===== config.mk =====
export PLATFORM = sky130hd
export DESIGN_NAME = edge_capture_unit
export DESIGN_NICKNAME = d
export VERILOG_FILES = /design/src/rtl/ecu_pkg.sv /design/src/rtl/ecu_sync.sv /design/src/rtl/ecu_edge.sv /design/src/rtl/ecu_chan.sv /design/src/rtl/ecu_regs.sv /design/src/rtl/edge_capture_unit.sv
export SDC_FILE = /design/constraint.sdc
export NUM_CORES = 1
export LEC_CHECK = 0
export ABC_AREA = 0
export BUFFER_PORTS_ARGS = -buffer_cell sky130_fd_sc_hd__buf_2
export CORE_ASPECT_RATIO = 2
export CORE_MARGIN = 4
export CORE_UTILIZATION = 49
export CTS_CLUSTER_DIAMETER = 80
export DETAILED_ROUTE_END_ITERATION = 10
export HOLD_SLACK_MARGIN = 0.05
export PLACE_DENSITY = 0.9
export SETUP_SLACK_MARGIN = 0.4
export SYNTH_ARGS = -nofsm -noshare
export SYNTH_HDL_FRONTEND = slang
export SYNTH_HIERARCHICAL = 1
export SYNTH_SLANG_ARGS = --single-unit

===== constraint.sdc =====
create_clock -name clk -period 2.2 [get_ports clk]
set_input_delay 0.11 -clock clk [delete_from_list [all_inputs] [get_ports clk]]
set_output_delay 0.11 -clock clk [all_outputs]
set_load 0.02 [all_outputs]

===== src/rtl/ecu_pkg.sv =====
package ecu_pkg;

  // Edge-select codes for one channel.
  typedef enum logic [1:0] {
    CAP_OFF  = 2'b00,
    CAP_RISE = 2'b01,
    CAP_FALL = 2'b10,
    CAP_BOTH = 2'b11
  } cap_mode_e;

  // Write targets on the register port.
  localparam logic [1:0] ADDR_CTRL = 2'd0;
  localparam logic [1:0] ADDR_STAT = 2'd1;
  localparam logic [1:0] ADDR_IEN  = 2'd2;

  // Field placement inside the written words.
  localparam int MODE_LSB = 16;
  localparam int FLAG_LSB = 3;

endpackage


===== src/rtl/ecu_sync.sv =====
module ecu_sync #(
  parameter int STAGES = 2
) (
  input  logic clk,
  input  logic rst,
  input  logic din,
  output logic dout
);
  logic [STAGES-1:0] chain_q;

  always_ff @(posedge clk) begin
    if (rst) chain_q <= '0;
    else     chain_q <= {chain_q[STAGES-2:0], din};
  end

  assign dout = chain_q[STAGES-1];
endmodule


===== src/rtl/ecu_edge.sv =====
module ecu_edge
  import ecu_pkg::*;
(
  input  logic       clk,
  input  logic       rst,
  input  logic       lvl,
  input  logic [1:0] mode,
  output logic       hit
);
  logic prev_q;
  logic rise, fall;

  // The previous sample follows the pin in every mode, so enabling a mode
  // never sees a stale level difference as an edge.
  always_ff @(posedge clk) begin
    if (rst) prev_q <= 1'b0;
    else     prev_q <= lvl;
  end

  assign rise = lvl & ~prev_q;
  assign fall = ~lvl & prev_q;

  always_comb begin
    case (cap_mode_e'(mode))
      CAP_RISE: hit = rise;
      CAP_FALL: hit = fall;
      CAP_BOTH: hit = rise | fall;
      default:  hit = 1'b0;
    endcase
  end
endmodule


===== src/rtl/ecu_chan.sv =====
module ecu_chan #(
  parameter int CNT_W = 32
) (
  input  logic             clk,
  input  logic             rst,
  input  logic             hit,
  input  logic             tick,
  input  logic             armed,
  input  logic             clr,
  input  logic [CNT_W-1:0] cnt,
  output logic [CNT_W-1:0] cap,
  output logic             flag
);
  logic pend_q;
  logic commit;

  assign commit = (hit | pend_q) & tick & armed;

  always_ff @(posedge clk) begin
    if (rst) begin
      pend_q <= 1'b0;
      cap    <= '0;
      flag   <= 1'b0;
    end else begin
      pend_q <= armed & ~tick & (hit | pend_q);
      if (commit) cap <= cnt;
      flag <= commit | (flag & ~clr);
    end
  end
endmodule


===== src/rtl/ecu_regs.sv =====
module ecu_regs
  import ecu_pkg::*;
#(
  parameter int NUM_CH = 2,
  parameter int BUS_W  = 32
) (
  input  logic                  clk,
  input  logic                  rst,
  input  logic                  wr_en,
  input  logic [1:0]            wr_addr,
  input  logic [BUS_W-1:0]      wr_data,
  output logic [NUM_CH-1:0][1:0] mode,
  output logic [NUM_CH-1:0]     ie,
  output logic [NUM_CH-1:0]     clr
);
  logic unused_bits;
  assign unused_bits = ^wr_data;

  always_ff @(posedge clk) begin
    if (rst) begin
      mode <= '0;
      ie   <= '0;
    end else if (wr_en) begin
      if (wr_addr == ADDR_CTRL) begin
        for (int i = 0; i < NUM_CH; i++) mode[i] <= wr_data[MODE_LSB + 2*i +: 2];
      end
      if (wr_addr == ADDR_IEN) begin
        for (int i = 0; i < NUM_CH; i++) ie[i] <= wr_data[FLAG_LSB + i];
      end
    end
  end

  always_comb begin
    for (int i = 0; i < NUM_CH; i++)
      clr[i] = wr_en && (wr_addr == ADDR_STAT) && wr_data[FLAG_LSB + i];
  end
endmodule


===== src/rtl/edge_capture_unit.sv =====
module edge_capture_unit #(
  parameter int CNT_W       = 32,
  parameter int NUM_CH      = 2,
  parameter int BUS_W       = 32,
  parameter int SYNC_STAGES = 2
) (
  input  logic                    clk,
  input  logic                    rst,
  input  logic [CNT_W-1:0]        cnt_val,
  input  logic                    cnt_tick,
  input  logic [NUM_CH-1:0]       cap_pin,
  input  logic                    wr_en,
  input  logic [1:0]              wr_addr,
  input  logic [BUS_W-1:0]        wr_data,
  output logic [NUM_CH*CNT_W-1:0] cap_val,
  output logic [NUM_CH-1:0]       cap_flag,
  output logic                    irq
);
  logic [NUM_CH-1:0][1:0] mode_q;
  logic [NUM_CH-1:0]      ie_q;
  logic [NUM_CH-1:0]      clr_w;

  ecu_regs #(.NUM_CH(NUM_CH), .BUS_W(BUS_W)) u_regs (
    .clk     (clk),
    .rst     (rst),
    .wr_en   (wr_en),
    .wr_addr (wr_addr),
    .wr_data (wr_data),
    .mode    (mode_q),
    .ie      (ie_q),
    .clr     (clr_w)
  );

  for (genvar g = 0; g < NUM_CH; g++) begin : g_ch
    logic lvl;
    logic hit;

    ecu_sync #(.STAGES(SYNC_STAGES)) u_sync (
      .clk  (clk),
      .rst  (rst),
      .din  (cap_pin[g]),
      .dout (lvl)
    );

    ecu_edge u_edge (
      .clk  (clk),
      .rst  (rst),
      .lvl  (lvl),
      .mode (mode_q[g]),
      .hit  (hit)
    );

    ecu_chan #(.CNT_W(CNT_W)) u_chan (
      .clk   (clk),
      .rst   (rst),
      .hit   (hit),
      .tick  (cnt_tick),
      .armed (mode_q[g] != 2'b00),
      .clr   (clr_w[g]),
      .cnt   (cnt_val),
      .cap   (cap_val[g*CNT_W +: CNT_W]),
      .flag  (cap_flag[g])
    );
  end

  always_ff @(posedge clk) begin
    if (rst) irq <= 1'b0;
    else     irq <= |(cap_flag & ie_q);
  end
endmodule


[Yosys cells after proc, flatten, opt, wreduce, memory -nomap -nowiden]
Cells that the tools add are included.
Word-level totals
  flip-flop bits (word level): 81
  input bits: 72
  output and inout port bits: 67
  logic and storage cells: 61
Cells by class
  equal/unequal tests: 8
  mux-type cells: 2
  bitwise operators: 28
  reductions and logical operators: 9
Operator list (count)
  $and A1 B1 Y1: 14
  $eq A2 B2 Y1 const B: 5
  $not A1 Y1: 7
  $eq A2 B1 Y1 const B: 3
  $or A1 B1 Y1: 6
  $pmux W1 S3: 2
  $reduce_and A2 Y1: 2
  $reduce_bool A2 Y1: 2
  $logic_and A1 B1 Y1: 3
  $and A2 B2 Y2: 1
  $logic_not A2 Y1: 1
  $reduce_or A2 Y1: 1

[Longest topological paths before layout]
Gate-level depths: netlist of run 1.
  depth after elaboration: 8
  depth in mapped cells: 9
  depth with buffers taken out: 7

[Cells and area by module]
Netlist of run 1, hierarchy kept.
By module, submodules not included
  ecu_chan: times used 2, cells each 146, area each 1521.5 sq um, seq. area each 680.7 sq um
  ecu_regs: times used 1, cells each 30, area each 309.0 sq um, seq. area each 120.1 sq um
  ecu_edge: times used 2, cells each 11, area each 82.6 sq um, seq. area each 20.0 sq um
  ecu_sync: times used 2, cells each 4, area each 52.6 sq um, seq. area each 40.0 sq um
  edge_capture_unit: times used 1, cells each 5, area each 43.8 sq um, seq. area each 20.0 sq um

[Least setup slack after synthesis of run 1]
Ideal clock, no wire load.
  path kind: reg-to-reg
  start: register g_ch[0].u_sync.chain_q[1]
  end: register g_ch[0].u_chan.cap[0]
  library setup time: 119 ps
  data arrival time: 1427 ps
  required time: 2081 ps
  slack: 654 ps
  cell stages (with the launch flop): 10
  buffers on the path: 2
  clock period less this slack: 1546 ps
  cells stage by stage: dfxtp_1 > inv_1 > ha_1 > nor2b_1 > o21ai_1 > o21ai_1 > o211a_1 > buf_6 > buf_8 > mux2i_1
Between the ends
  longest elaborated chain between the ends: 7
  elaborated cells between the ends (all ways): 8
  classes of those cells: mux (1); bitwise (7)
RTL lines
  start: declaration: line ecu_sync.sv:9  | logic [STAGES-1:0] chain_q;
  start signal: assignment: line ecu_sync.sv:13  | else chain_q <= {chain_q[STAGES-2:0], din};
  $not A1 Y1: line ecu_edge.sv:21  | assign fall = ~lvl & prev_q;
  $and A1 B1 Y1: line ecu_edge.sv:21
  $or A1 B1 Y1: line ecu_edge.sv:27  | CAP_BOTH: hit = rise | fall;
  $pmux W1 S3 *: line ecu_edge.sv:24  | case (cap_mode_e'(mode))
  net g_ch[0].hit: line edge_capture_unit.sv:36  | logic hit;
  $or A1 B1 Y1 *: line ecu_chan.sv:17  | assign commit = (hit | pend_q) & tick & armed;
  $and A1 B1 Y1 * (2 in a row): line ecu_chan.sv:17
  end signal: assignment: line ecu_chan.sv:26  | if (commit) cap <= cnt;
  end: declaration: line ecu_chan.sv:11  | output logic [CNT_W-1:0] cap,
Mark *: on every way through the listed nets, which the timed path passes. The rest lies on a longest branch.
A chain may end at the register's enable or synchronous reset.

[Worst setup path after layout of run 1]
  start: register g_ch[1].u_edge.prev_q
  end: register g_ch[1].u_chan.flag
Between the ends
  longest elaborated chain between the ends: 8
  elaborated cells between the ends (all ways): 9
  classes of those cells: mux (1); bitwise (8)
RTL lines
  start: declaration: line ecu_edge.sv:10  | logic prev_q;
  start signal: assignment: line ecu_edge.sv:17  | else prev_q <= lvl;
  $not A1 Y1: line ecu_edge.sv:20  | assign rise = lvl & ~prev_q;
  $and A1 B1 Y1: line ecu_edge.sv:20
  $or A1 B1 Y1: line ecu_edge.sv:27
  $pmux W1 S3 *: line ecu_edge.sv:24
  net g_ch[1].hit: line edge_capture_unit.sv:36
  $or A1 B1 Y1 *: line ecu_chan.sv:17
  $and A1 B1 Y1 * (2 in a row): line ecu_chan.sv:17
  $or A1 B1 Y1 *: line ecu_chan.sv:27  | flag <= commit | (flag & ~clr);
  end signal: assignment: line ecu_chan.sv:27
  end: declaration: line ecu_chan.sv:12  | output logic flag
Marked as above.

==> results.toml, run 1 <==
[die]
placementRows = 44
core_area_sq_um = 7267
die_x_um = 69.16
floorplan.die.height_um = 130.3
pin_count = 139
die_area_sq_um = 9013
floorplan.initialDensity_pct = 50.45

[power_and_ir_drop]
power.share.sequential_pct = 46.5
vdd_ir_drop_max_uv = 766.4
internal_power_uw = 2541
pwr-share-clk_pct = 46.5
combinationalPowerShare_pct = 7.0
power.density_cell_area_nw_per_um2 = 637.3
netSwitchingPower_uw = 648.8
leakage_uw = 0.002109
power.switching_fraction_pct = 20.34

[sta]
slew_headroom_pct = 72.12
fin_crit_sh_pct = 79.75
fin_worst_skew_ns = 0.004250
hold_viol = 0
rsz_0062_raised_after_global_routing = "false"
worst_slack_ns = 0.4455
fmax_ghz = 0.5700
period_minus_slack_ns = 1.754
setup-tns-final_ns = 0
timing_max_transition_violations_final = 0
worst_pin_slew_ns = 0.4182
report.final.setup_viol = 0

[placed_design]
placement.cell_area_sq_um = 4225
place_ws_ns = 0.3860
final_hpwl_from_detailed_placement_um = 5409
finalWeightedCongestion = 0.8083
numPortBuffers = 112
dp.cells = 542

[critical_path]
critical_path.startpoint_type = "flop"
crit_path_cell_trace = "inv_1 > ha_1 > nor2b_1 > o21ai_1 > o21ai_2 > o211a_4 > clkbuf_16 > o21ba_2"
critPathArrivalTime_ns = 1.98
cpLargestDelayFamily = "compound AO/OA/AOI/OAI gates"
worst-path-buf-inv = 2
worst-endpoint-required_ns = 2.42
endpoint_kind = "flop"
delay_of_the_slowest_cell_on_the_worst_path_ns = 0.33
cp_max_fo = 8
critical-path-slowest-cell = "sky130_fd_sc_hd__dfxtp_2"
path_class = "reg2reg"

[detailed_routing]
final_antenna_net_count = 0
drtPass1Iterations = 4
first_iter_violations = 121
drt_total_wl_um = 8905
post-route-drc-count = 0
vias = 2911
vias_per_cell = 4.909
routedWlPerCell_um = 15.02

[synth]
synth_cells = 357
syn-mean-instance-area_sq_um = 10.27
post_synthesis_cell_type_count = 22
syn_area_sq_um = 3666
syn-num-nets = 433
total_of_flip_flops_plus_latches_after_synthesis = 81
yosysWarnings = 6
synth_sequential_area_ratio_pct = 44.23

[outcome]
status = "finished, final reports clean"

[cells_and_area]
layout-drive-gt1-share_pct = 30.74
stdcell_area_sq_um = 5006
stdcell_count = 593
layout.cells.most_common_list = "sky130_fd_sc_hd__nand2b_1, sky130_fd_sc_hd__buf_2, sky130_fd_sc_hd__dfxtp_1"
nets = 573
multi_input_combinational_cell_area_sq_um = 1893
mostFrequentLayoutCell = "sky130_fd_sc_hd__nand2b_1"
n_antenna_cell = 0
fillers = 569
seqCellArea_sq_um = 1627
area_growth_pct = 36.55

[clock_network]
clock-root-buffer = "sky130_fd_sc_hd__clkbuf_16"
clk_path_buf_depth = 2
cts_buffers = 9
cts_tree = "done"
ctsHtreeMaxLevel = 3
clkTransAtPathRegs_ns = 0.06
clkSinkCount = 81
worstSkewPairLatency_ns = 0.33

[global_route]
vias_in_the_first_global_route = 2955
grt_max_degree = 152
grtUsageTotal_pct = 18.26
gr-total-overflow = 0
grt_pass1_wl_um = 13060
grt_antenna_before_repair = 0

[run]
number_of_maximum_capacitance_violations = 0

[hold_path]
hold_path.class = "in2reg"
worst paths after layout:
kind,cells after the start,start,end,slack [ns]
worst max-delay path,8,g_ch[1].u_edge/prev_q,g_ch[1].u_chan/flag,0.45
worst max register to register,8,g_ch[1].u_edge/prev_q,g_ch[1].u_chan/flag,0.45
worst min-delay path,3,cnt_val[27],g_ch[0].u_chan/cap[27],0.05
worst min register to register,1,g_ch[1].u_sync/chain_q[0],g_ch[1].u_sync/chain_q[1],0.44
Yosys cell counts:
master	instances	area (sq um)
sky130_fd_sc_hd__nand2b_1	140	875.8
sky130_fd_sc_hd__dfxtp_1	81	1622
sky130_fd_sc_hd__mux2i_1	70	700.7
sky130_fd_sc_hd__clkbuf_1	13	48.80
sky130_fd_sc_hd__nor2b_1	11	68.82
sky130_fd_sc_hd__buf_8	6	90.09
sky130_fd_sc_hd__ha_1	4	50.05
sky130_fd_sc_hd__inv_1	4	15.01
sky130_fd_sc_hd__o21ai_1	4	20.02
sky130_fd_sc_hd__nor2_1	3	11.26
sky130_fd_sc_hd__and3_2	2	15.01
sky130_fd_sc_hd__buf_2	2	10.01
sky130_fd_sc_hd__buf_6	2	22.52
sky130_fd_sc_hd__nand2_1	2	7.510
sky130_fd_sc_hd__nor3_1	2	10.01
sky130_fd_sc_hd__o211a_1	2	20.02
sky130_fd_sc_hd__o21ai_0	2	10.01
sky130_fd_sc_hd__o21ba_2	2	20.02
sky130_fd_sc_hd__or2_1	2	12.51
sky130_fd_sc_hd__a22oi_1	1	7.510
sky130_fd_sc_hd__and3b_2	1	10.01
sky130_fd_sc_hd__nor3b_4	1	18.77
cell families after synthesis:
group           Yosys count  share of synthesized area [%]
simple gates            164                          28.09
buf+inv                  27                          5.085
compound gates           11                          2.116
fa+ha+maj                 4                          1.365
mux                      70                          19.11
flops                    81                          44.23
cell type report:
class / count / area share [%]
multi-input cells: 249 / 37.82
flip-flops and latches: 81 / 32.49
repair buffers: 152 / 21.17
clock buffers: 12 / 5.124
well taps: 92 / 2.299
clock inverters: 3 / 0.7998
inverters: 4 / 0.2999
flip-flops by register name (all words and copies together), names as in the netlist:
| signal | cells |
|---|---|
| g_ch.u_chan/flag | 2 |
| u_regs/ie | 2 |
| g_ch.u_chan/cap | 64 |
| irq | 1 |
| u_regs/mode | 4 |
| g_ch.u_edge/prev_q | 2 |
| g_ch.u_sync/chain_q | 4 |
| g_ch.u_chan/pend_q | 2 |
tightest hold or removal path: stages:
cell and delay, ns:
sky130_fd_sc_hd__buf_2 0.11, sky130_fd_sc_hd__nand2b_1 0.06, sky130_fd_sc_hd__mux2i_1 0.06
power by group through the flow:
stage,clock (uW),combinational [uW],sequential (uW)
floorplan,0,108,1510
global placement,0,169,1510
detailed placement,0,178,1510
CTS,1520,220,1480
global route,1580,247,1480
finish,1480,224,1480
routing by layer:
| metal | part of all wire [%] | GRT usage [%] |
|---|---|---|
| met5 | 0 | 0 |
| met4 | 3.4 | 11.51 |
| met2 | 55 | 34.23 |
| met3 | 3.9 | 4.703 |
| met1 | 38 | 17.47 |
stage by stage:
| stage | hold slack [ns] | util [%] | power (uW) |
|---|---|---|---|
| detailed placement | 0.3301 | 58.14 | 1691 |
| global route | 0.06063 | 68.89 | 3307 |
| finish | 0.05259 | 68.89 | 3190 |
| global placement | 0.3242 | 58.14 | 1683 |
| CTS | 0.05012 | 66.36 | 3218 |
| floorplan | 0.1767 | - | 1621 |
what timing repair did:
action / CTS / global route
hold endpoints to repair: 47 / 0
buffers inserted: 0 / 1
setup endpoints to repair: 9 / 66
gates cloned: 0 / 5
resized for setup: 0 / 18
pin swaps: 0 / 5
hold buffers: 30 / 0
(Power assumes the default switching activity.)
==> run 2: changes to the inputs <==
--- a/config.mk
+++ b/config.mk
@@ -9,11 +9,11 @@
 export BUFFER_PORTS_ARGS = -buffer_cell sky130_fd_sc_hd__buf_2
 export CORE_ASPECT_RATIO = 2
 export CORE_MARGIN = 4
-export CORE_UTILIZATION = 49
+export CORE_UTILIZATION = 44
 export CTS_CLUSTER_DIAMETER = 80
 export DETAILED_ROUTE_END_ITERATION = 10
 export HOLD_SLACK_MARGIN = 0.05
-export PLACE_DENSITY = 0.9
+export PLACE_DENSITY = 0.86
 export SETUP_SLACK_MARGIN = 0.4
 export SYNTH_ARGS = -nofsm -noshare
 export SYNTH_HDL_FRONTEND = slang
==> constraint.sdc (replaced) <==
create_clock -name clk -period 1.5 [get_ports clk]
set_input_delay 0.075 -clock clk [delete_from_list [all_inputs] [get_ports clk]]
set_output_delay 0.075 -clock clk [all_outputs]
set_load 0.02 [all_outputs]
==> results.toml, run 2 (synthesized netlist as in run 1, its figures left out) <==
[outcome]
status = "finished, violations left"
failed_checks = "negative setup slack"

[sta]
worst_pin_slew_ns = 0.3219
fin_crit_sh_pct = 114.3
fmax_ghz = 0.5835
hold_viol = 0
setup-tns-final_ns = -10.69
worst_slack_ns = -0.2139
timing_max_transition_violations_final = 0
slew_headroom_pct = 78.52
rsz_0062_raised_after_global_routing = "true"
fin_worst_skew_ns = 0.005324
period_minus_slack_ns = 1.714
report.final.setup_viol = 66
hold_ws_ns = 0.07516

[global_route]
grt_antenna_before_repair = 0
grt_max_degree = 74
grt_pass1_wl_um = 14910
grtUsageTotal_pct = 19.39
vias_in_the_first_global_route = 3191
gr-total-overflow = 0

[critical_path]
worst-endpoint-required_ns = 1.72
timing.critical_path.to = "g_ch[1].u_chan/cap[7]"
critPathArrivalTime_ns = 1.93
worst-r2r-setup-slack_ns = -0.21
endpoint_kind = "flop"
critical_path.startpoint_type = "flop"
path_class = "reg2reg"
worstSetupStartpoint = "g_ch[1].u_edge/prev_q"
crit-reg2reg-launch = "g_ch[1].u_edge/prev_q"
rr_worst_depth = 9
cp_max_fo = 8
regToRegEndpoint = "g_ch[1].u_chan/cap[7]"

[detailed_routing]
routed.top_layer = "met4"
vias = 2968
vias_per_cell = 4.834
routedWlPerCell_um = 15.16
first_iter_violations = 137
met2RoutedLength_um = 5192
post-route-drc-count = 0
final_antenna_net_count = 0
detail_route.wirelength.met1_um = 3430
route.met3.wl_um = 382
drtPass1Iterations = 4
drt_total_wl_um = 9309

[cells_and_area]
fillers = 636
largest_register_ff_count = 64
registers.top_by_ff_count = "g_ch.u_chan/cap"
layout.cells.most_common_list = "sky130_fd_sc_hd__nand2b_1, sky130_fd_sc_hd__buf_2, sky130_fd_sc_hd__dfxtp_1"
nets = 589
n_antenna_cell = 0
area_growth_pct = 43.11
multi_input_combinational_cell_area_sq_um = 1963
layout-drive-gt1-share_pct = 33.40
seqCellArea_sq_um = 1627
mostFrequentLayoutCell = "sky130_fd_sc_hd__nand2b_1"
largest_registers = "g_ch.u_chan/cap x64, g_ch.u_sync/chain_q x4, u_regs/mode x4"

[clock_network]
clock-root-buffer = "sky130_fd_sc_hd__clkbuf_16"
cts_buffers = 9
clkSinkCount = 81
worstSkewPairLatency_ns = 0.33
clk_path_buf_depth = 2
cts_tree = "done"
ctsHtreeMaxLevel = 3
clkTransAtPathRegs_ns = 0.06

[run]
number_of_maximum_capacitance_violations = 0

[die]
pin_count = 139
core_area_sq_um = 8058
placementRows = 46
die_area_sq_um = 9945
die_x_um = 72.55
floorplan.die.height_um = 137.1
floorplan.initialDensity_pct = 45.50

[placed_design]
finalWeightedCongestion = 0.7957
final_hpwl_from_detailed_placement_um = 5951
numPortBuffers = 112

[power_and_ir_drop]
leakage_uw = 0.002196
power.density_cell_area_nw_per_um2 = 888.9
p_total_uw = 4664
pwr-share-clk_pct = 45.4
combinationalPowerShare_pct = 7.9
netSwitchingPower_uw = 977.9
internal_power_uw = 3686
power.share.sequential_pct = 46.7
vdd_ir_drop_max_uv = 701.8
power.switching_fraction_pct = 20.97

[hold_path]
hold_path.class = "in2reg"
==> run 2: cell types whose count changed in the layout (fill, tap and decap cells not counted), moves of 3 or more <==
cell                            delta
sky130_fd_sc_hd__ha_1              -3
sky130_fd_sc_hd__buf_4             +3
sky130_fd_sc_hd__buf_16            +3
sky130_fd_sc_hd__dlygate4sd3_1    +10
sky130_fd_sc_hd__o21ai_2           +3
sky130_fd_sc_hd__clkbuf_16         -4
==> run 2: power by group through the flow <==
| stage | clock network [uW] | registers (uW) | logic (uW) |
|---|---|---|---|
| after floorplan | 0 | 2220 | 159 |
| after global placement | 0 | 2220 | 257 |
| after detailed placement | 0 | 2220 | 266 |
| after CTS | 2160 | 2180 | 356 |
| after global routing | 2270 | 2180 | 401 |
| final | 2120 | 2180 | 368 |
==> run 2: per-layer routing <==
layer  track usage (%)  up-vias
met5                 0        -
met1             19.65     1404
met2             35.46       79
li1                  -     1462
met4             11.19        0
met3             3.897       23
==> run 2: cell type report <==
type	instances	area share, %
Inverter	4	0.2862
Clock buffer	14	5.414
Multi-Input combinational cell	249	37.42
Timing Repair Buffer	168	23.40
Tap cell	96	2.290
Clock inverter	2	0.1908
Sequential cell	81	31.00
==> run 2: how the worst min path moves through the flow <==
stage / end / depth (start not counted) / from
after global routing: u_regs/mode[0] / 3 / wr_addr[1]
after detailed placement: g_ch[0].u_sync/chain_q[0] / 2 / cap_pin[0]
after global placement: g_ch[1].u_sync/chain_q[0] / 2 / cap_pin[1]
after CTS: u_regs/ie[1] / 3 / wr_data[4]
after floorplan: g_ch[0].u_sync/chain_q[1] / 1 / rst
final: g_ch[0].u_sync/chain_q[0] / 2 / rst
==> run 2: timing repair <==
action | in CTS | in global routing
cloned | 3 | 0
gates resized for setup | 18 | 14
endpoints found under the setup margin | 68 | 68
buffers inserted | 3 | 2
endpoints found under the hold margin | 71 | 0
hold buffers | 40 | 0
pin swaps | 5 | 3
==> run 2: worst max-delay path, stage by stage, from the launching register on <==
cell                      delay [ns]
sky130_fd_sc_hd__dfxtp_2        0.36
sky130_fd_sc_hd__inv_2          0.04
sky130_fd_sc_hd__ha_2           0.16
sky130_fd_sc_hd__nor2b_4        0.12
sky130_fd_sc_hd__o21ai_2        0.15
sky130_fd_sc_hd__o21ai_2        0.09
sky130_fd_sc_hd__o211a_4        0.31
sky130_fd_sc_hd__buf_6          0.14
sky130_fd_sc_hd__buf_16         0.14
sky130_fd_sc_hd__mux2i_1        0.11
==> run 2: stage by stage <==
step	setup WS (ns)	area [sq um]	utilization [%]	std cells
final	-0.2139	5246	65.11	614
after global routing	-0.2836	5246	65.11	614
after CTS	-0.1724	5180	64.29	612
after detailed placement	-0.2072	4300	53.37	550
after global placement	-0.1242	4300	53.37	550
after floorplan	-0.03178	3669	-	357
==> run 3: changes to the inputs <==
--- a/config.mk
+++ b/config.mk
@@ -7,7 +7,6 @@
 export LEC_CHECK = 0
 export ABC_AREA = 0
 export BUFFER_PORTS_ARGS = -buffer_cell sky130_fd_sc_hd__buf_2
-export CORE_ASPECT_RATIO = 2
 export CORE_MARGIN = 4
 export CORE_UTILIZATION = 44
 export CTS_CLUSTER_DIAMETER = 80
==> results.toml, run 3 (synthesized netlist as in run 1, its figures left out) <==
[sta]
rsz_0062_raised_after_global_routing = "true"
report.final.setup_viol = 66
worst_slack_ns = -0.2151
fmax_ghz = 0.5830
timing_max_transition_violations_final = 0
hold_viol = 0
fin_worst_skew_ns = 0.007177
slew_headroom_pct = 71.02
worst_pin_slew_ns = 0.4347
period_minus_slack_ns = 1.715
fin_crit_sh_pct = 114.3

[placed_design]
dp.cells = 560
numPortBuffers = 112
final_hpwl_from_detailed_placement_um = 5363
finalWeightedCongestion = 0.7616

[critical_path]
regToRegEndpoint = "g_ch[0].u_chan/cap[15]"
cp_max_fo = 6
worst-endpoint-required_ns = 1.78
crit-reg2reg-launch = "g_ch[0].u_sync/chain_q[1]"
cp_common_cell = "sky130_fd_sc_hd__o21ai_1"
path_class = "reg2reg"
worst-r2r-setup-slack_ns = -0.22
critPathArrivalTime_ns = 1.99
crit_path_cell_trace = "inv_2 > ha_4 > nor2b_1 > o21ai_1 > o21ai_1 > o211a_4 > buf_12 > mux2i_4"
critical_path.startpoint_type = "flop"
critical-path-slowest-cell = "sky130_fd_sc_hd__dfxtp_2"
endpoint_kind = "flop"
delay_of_the_slowest_cell_on_the_worst_path_ns = 0.35
rr_worst_depth = 8

[cells_and_area]
area_growth_pct = 43.31
layout-drive-gt1-share_pct = 32.82
largest_register_ff_count = 64
n_antenna_cell = 0
layout.cells.most_common_list = "sky130_fd_sc_hd__nand2b_1, sky130_fd_sc_hd__buf_2, sky130_fd_sc_hd__dfxtp_1"
nets = 592
mostFrequentLayoutCell = "sky130_fd_sc_hd__nand2b_1"
registers.top_by_ff_count = "g_ch.u_chan/cap"
stdcell_count = 626
finalCoreUtilization_pct = 64.26
largest_registers = "g_ch.u_chan/cap x64, g_ch.u_sync/chain_q x4, u_regs/mode x4"

[clock_network]
clk_path_buf_depth = 2
ctsHtreeMaxLevel = 3
cts_tree = "done"
cts_buffers = 9
clock-root-buffer = "sky130_fd_sc_hd__clkbuf_8"
worstSkewPairLatency_ns = 0.35
clkSinkCount = 81
clkTransAtPathRegs_ns = 0.08

[die]
die_x_um = 99.28
placementRows = 33
die_area_sq_um = 9857
floorplan.die.height_um = 99.28
core_area_sq_um = 8175
floorplan.initialDensity_pct = 44.84
pin_count = 139

[run]
number_of_maximum_capacitance_violations = 0

[power_and_ir_drop]
leakage_uw = 0.002181
vdd_ir_drop_max_uv = 498.2
power.density_cell_area_nw_per_um2 = 823.0

[global_route]
grtUsageTotal_pct = 18.08
gr-total-overflow = 0
vias_in_the_first_global_route = 2973
grt_antenna_before_repair = 0
grt_max_degree = 152
grt_pass1_wl_um = 14200

[hold_path]
hold_path.class = "in2reg"
hold_start = "wr_addr[1]"
holdPathEnd = "u_regs/mode[1]"
hold_path_depth = 3

[detailed_routing]
vias = 2863
drtPass1Iterations = 4
drt_total_wl_um = 8912
vias_per_cell = 4.573
final_antenna_net_count = 0
post-route-drc-count = 0
routedWlPerCell_um = 14.24
first_iter_violations = 103

[outcome]
status = "finished, violations left"
failed_checks = "negative setup slack"
==> run 3: changes by cell type in the layout (fill, tap and decap cells not counted), moves of 2 or more <==
cell	delta
sky130_fd_sc_hd__bufinv_16	+2
sky130_fd_sc_hd__clkbuf_1	+2
sky130_fd_sc_hd__clkbuf_16	-6
sky130_fd_sc_hd__clkbuf_8	+7
sky130_fd_sc_hd__clkinv_2	-2
sky130_fd_sc_hd__dfxtp_2	-2
sky130_fd_sc_hd__dfxtp_4	+2
sky130_fd_sc_hd__mux2i_1	-2
sky130_fd_sc_hd__mux2i_4	+2
sky130_fd_sc_hd__o21ai_1	+2
sky130_fd_sc_hd__o21ai_2	-2
==> run 3: power by group <==
part           total, uW  internal, uW  leakage, uW  switching (uW)
registers           2170          2160     0.000656            11.5
logic                368           226      0.00141             142
clock network       1780          1030     0.000111             752
total               4320          3420      0.00218             906
==> run 3: area by class of cell <==
type | instances | area (sq um)
clock buffer | 14 | 162.7
clock inverter | 2 | 60.06
fill | 635 | 2922
inverter | 4 | 17.52
multi-input combinational | 249 | 1978
sequential | 81 | 1632
tap | 105 | 131.4
timing repair buffer | 171 | 1272
==> run 3: critical path: cells and delay by family, from the launching register on <==
kind,cells,cell delay (ns)
compound gates,3,0.51
buf+inv,2,0.22
mux,1,0.23
simple gates,1,0.12
fa+ha+maj,1,0.20
flops,1,0.35
==> run 3: worst max-delay path by stage <==
stage / startpoint / endpoint / slack, ns
4_1_cts: g_ch[0].u_sync/chain_q[1] / g_ch[0].u_chan/cap[15] / -0.15
3_3_place_gp: g_ch[0].u_sync/chain_q[1] / g_ch[0].u_chan/cap[18] / -0.14
3_5_place_dp: g_ch[0].u_sync/chain_q[1] / g_ch[0].u_chan/cap[15] / -0.26
6_report: g_ch[0].u_sync/chain_q[1] / g_ch[0].u_chan/cap[15] / -0.22
5_1_grt: g_ch[0].u_sync/chain_q[1] / g_ch[0].u_chan/cap[23] / -0.28
2_1_floorplan: g_ch[0].u_sync/chain_q[1] / g_ch[0].u_chan/cap[0] / -0.03
==> run 3: what timing repair did <==
item / in CTS / in global routing
gates cloned: 2 / 3
buffers inserted: 2 / 2
pin swaps: 4 / 4
endpoints found under the setup margin: 68 / 68
hold endpoints to repair: 74 / 0
hold buffers: 41 / 0
gates resized for setup: 21 / 16
==> run 3: stage by stage <==
step | area [sq um] | setup slack [ns] | setup TNS [ns] | total power (uW) | hold slack, ns
after floorplan | 3669 | -0.03178 | -1.907 | 2379 | 0.1392
after global placement | 4307 | -0.1414 | -6.938 | 2476 | 0.2963
after detailed placement | 4307 | -0.2590 | -11.25 | 2485 | 0.2995
after CTS | 5099 | -0.1464 | -7.202 | 4351 | 0.05702
after global routing | 5254 | -0.2782 | -15.28 | 4500 | 0.08210
final | 5254 | -0.2151 | -10.87 | 4324 | 0.07912
==> run 3: routing by layer <==
metal / wire length (um) / GRT usage [%] / vias to the layer above
met2: 4494 / 32.54 / 68
met4: 102 / 6.513 / 0
met5: 0 / 0 / -
li1: - / - / 1468
met3: 478 / 4.278 / 8
met1: 3836 / 20.79 / 1319
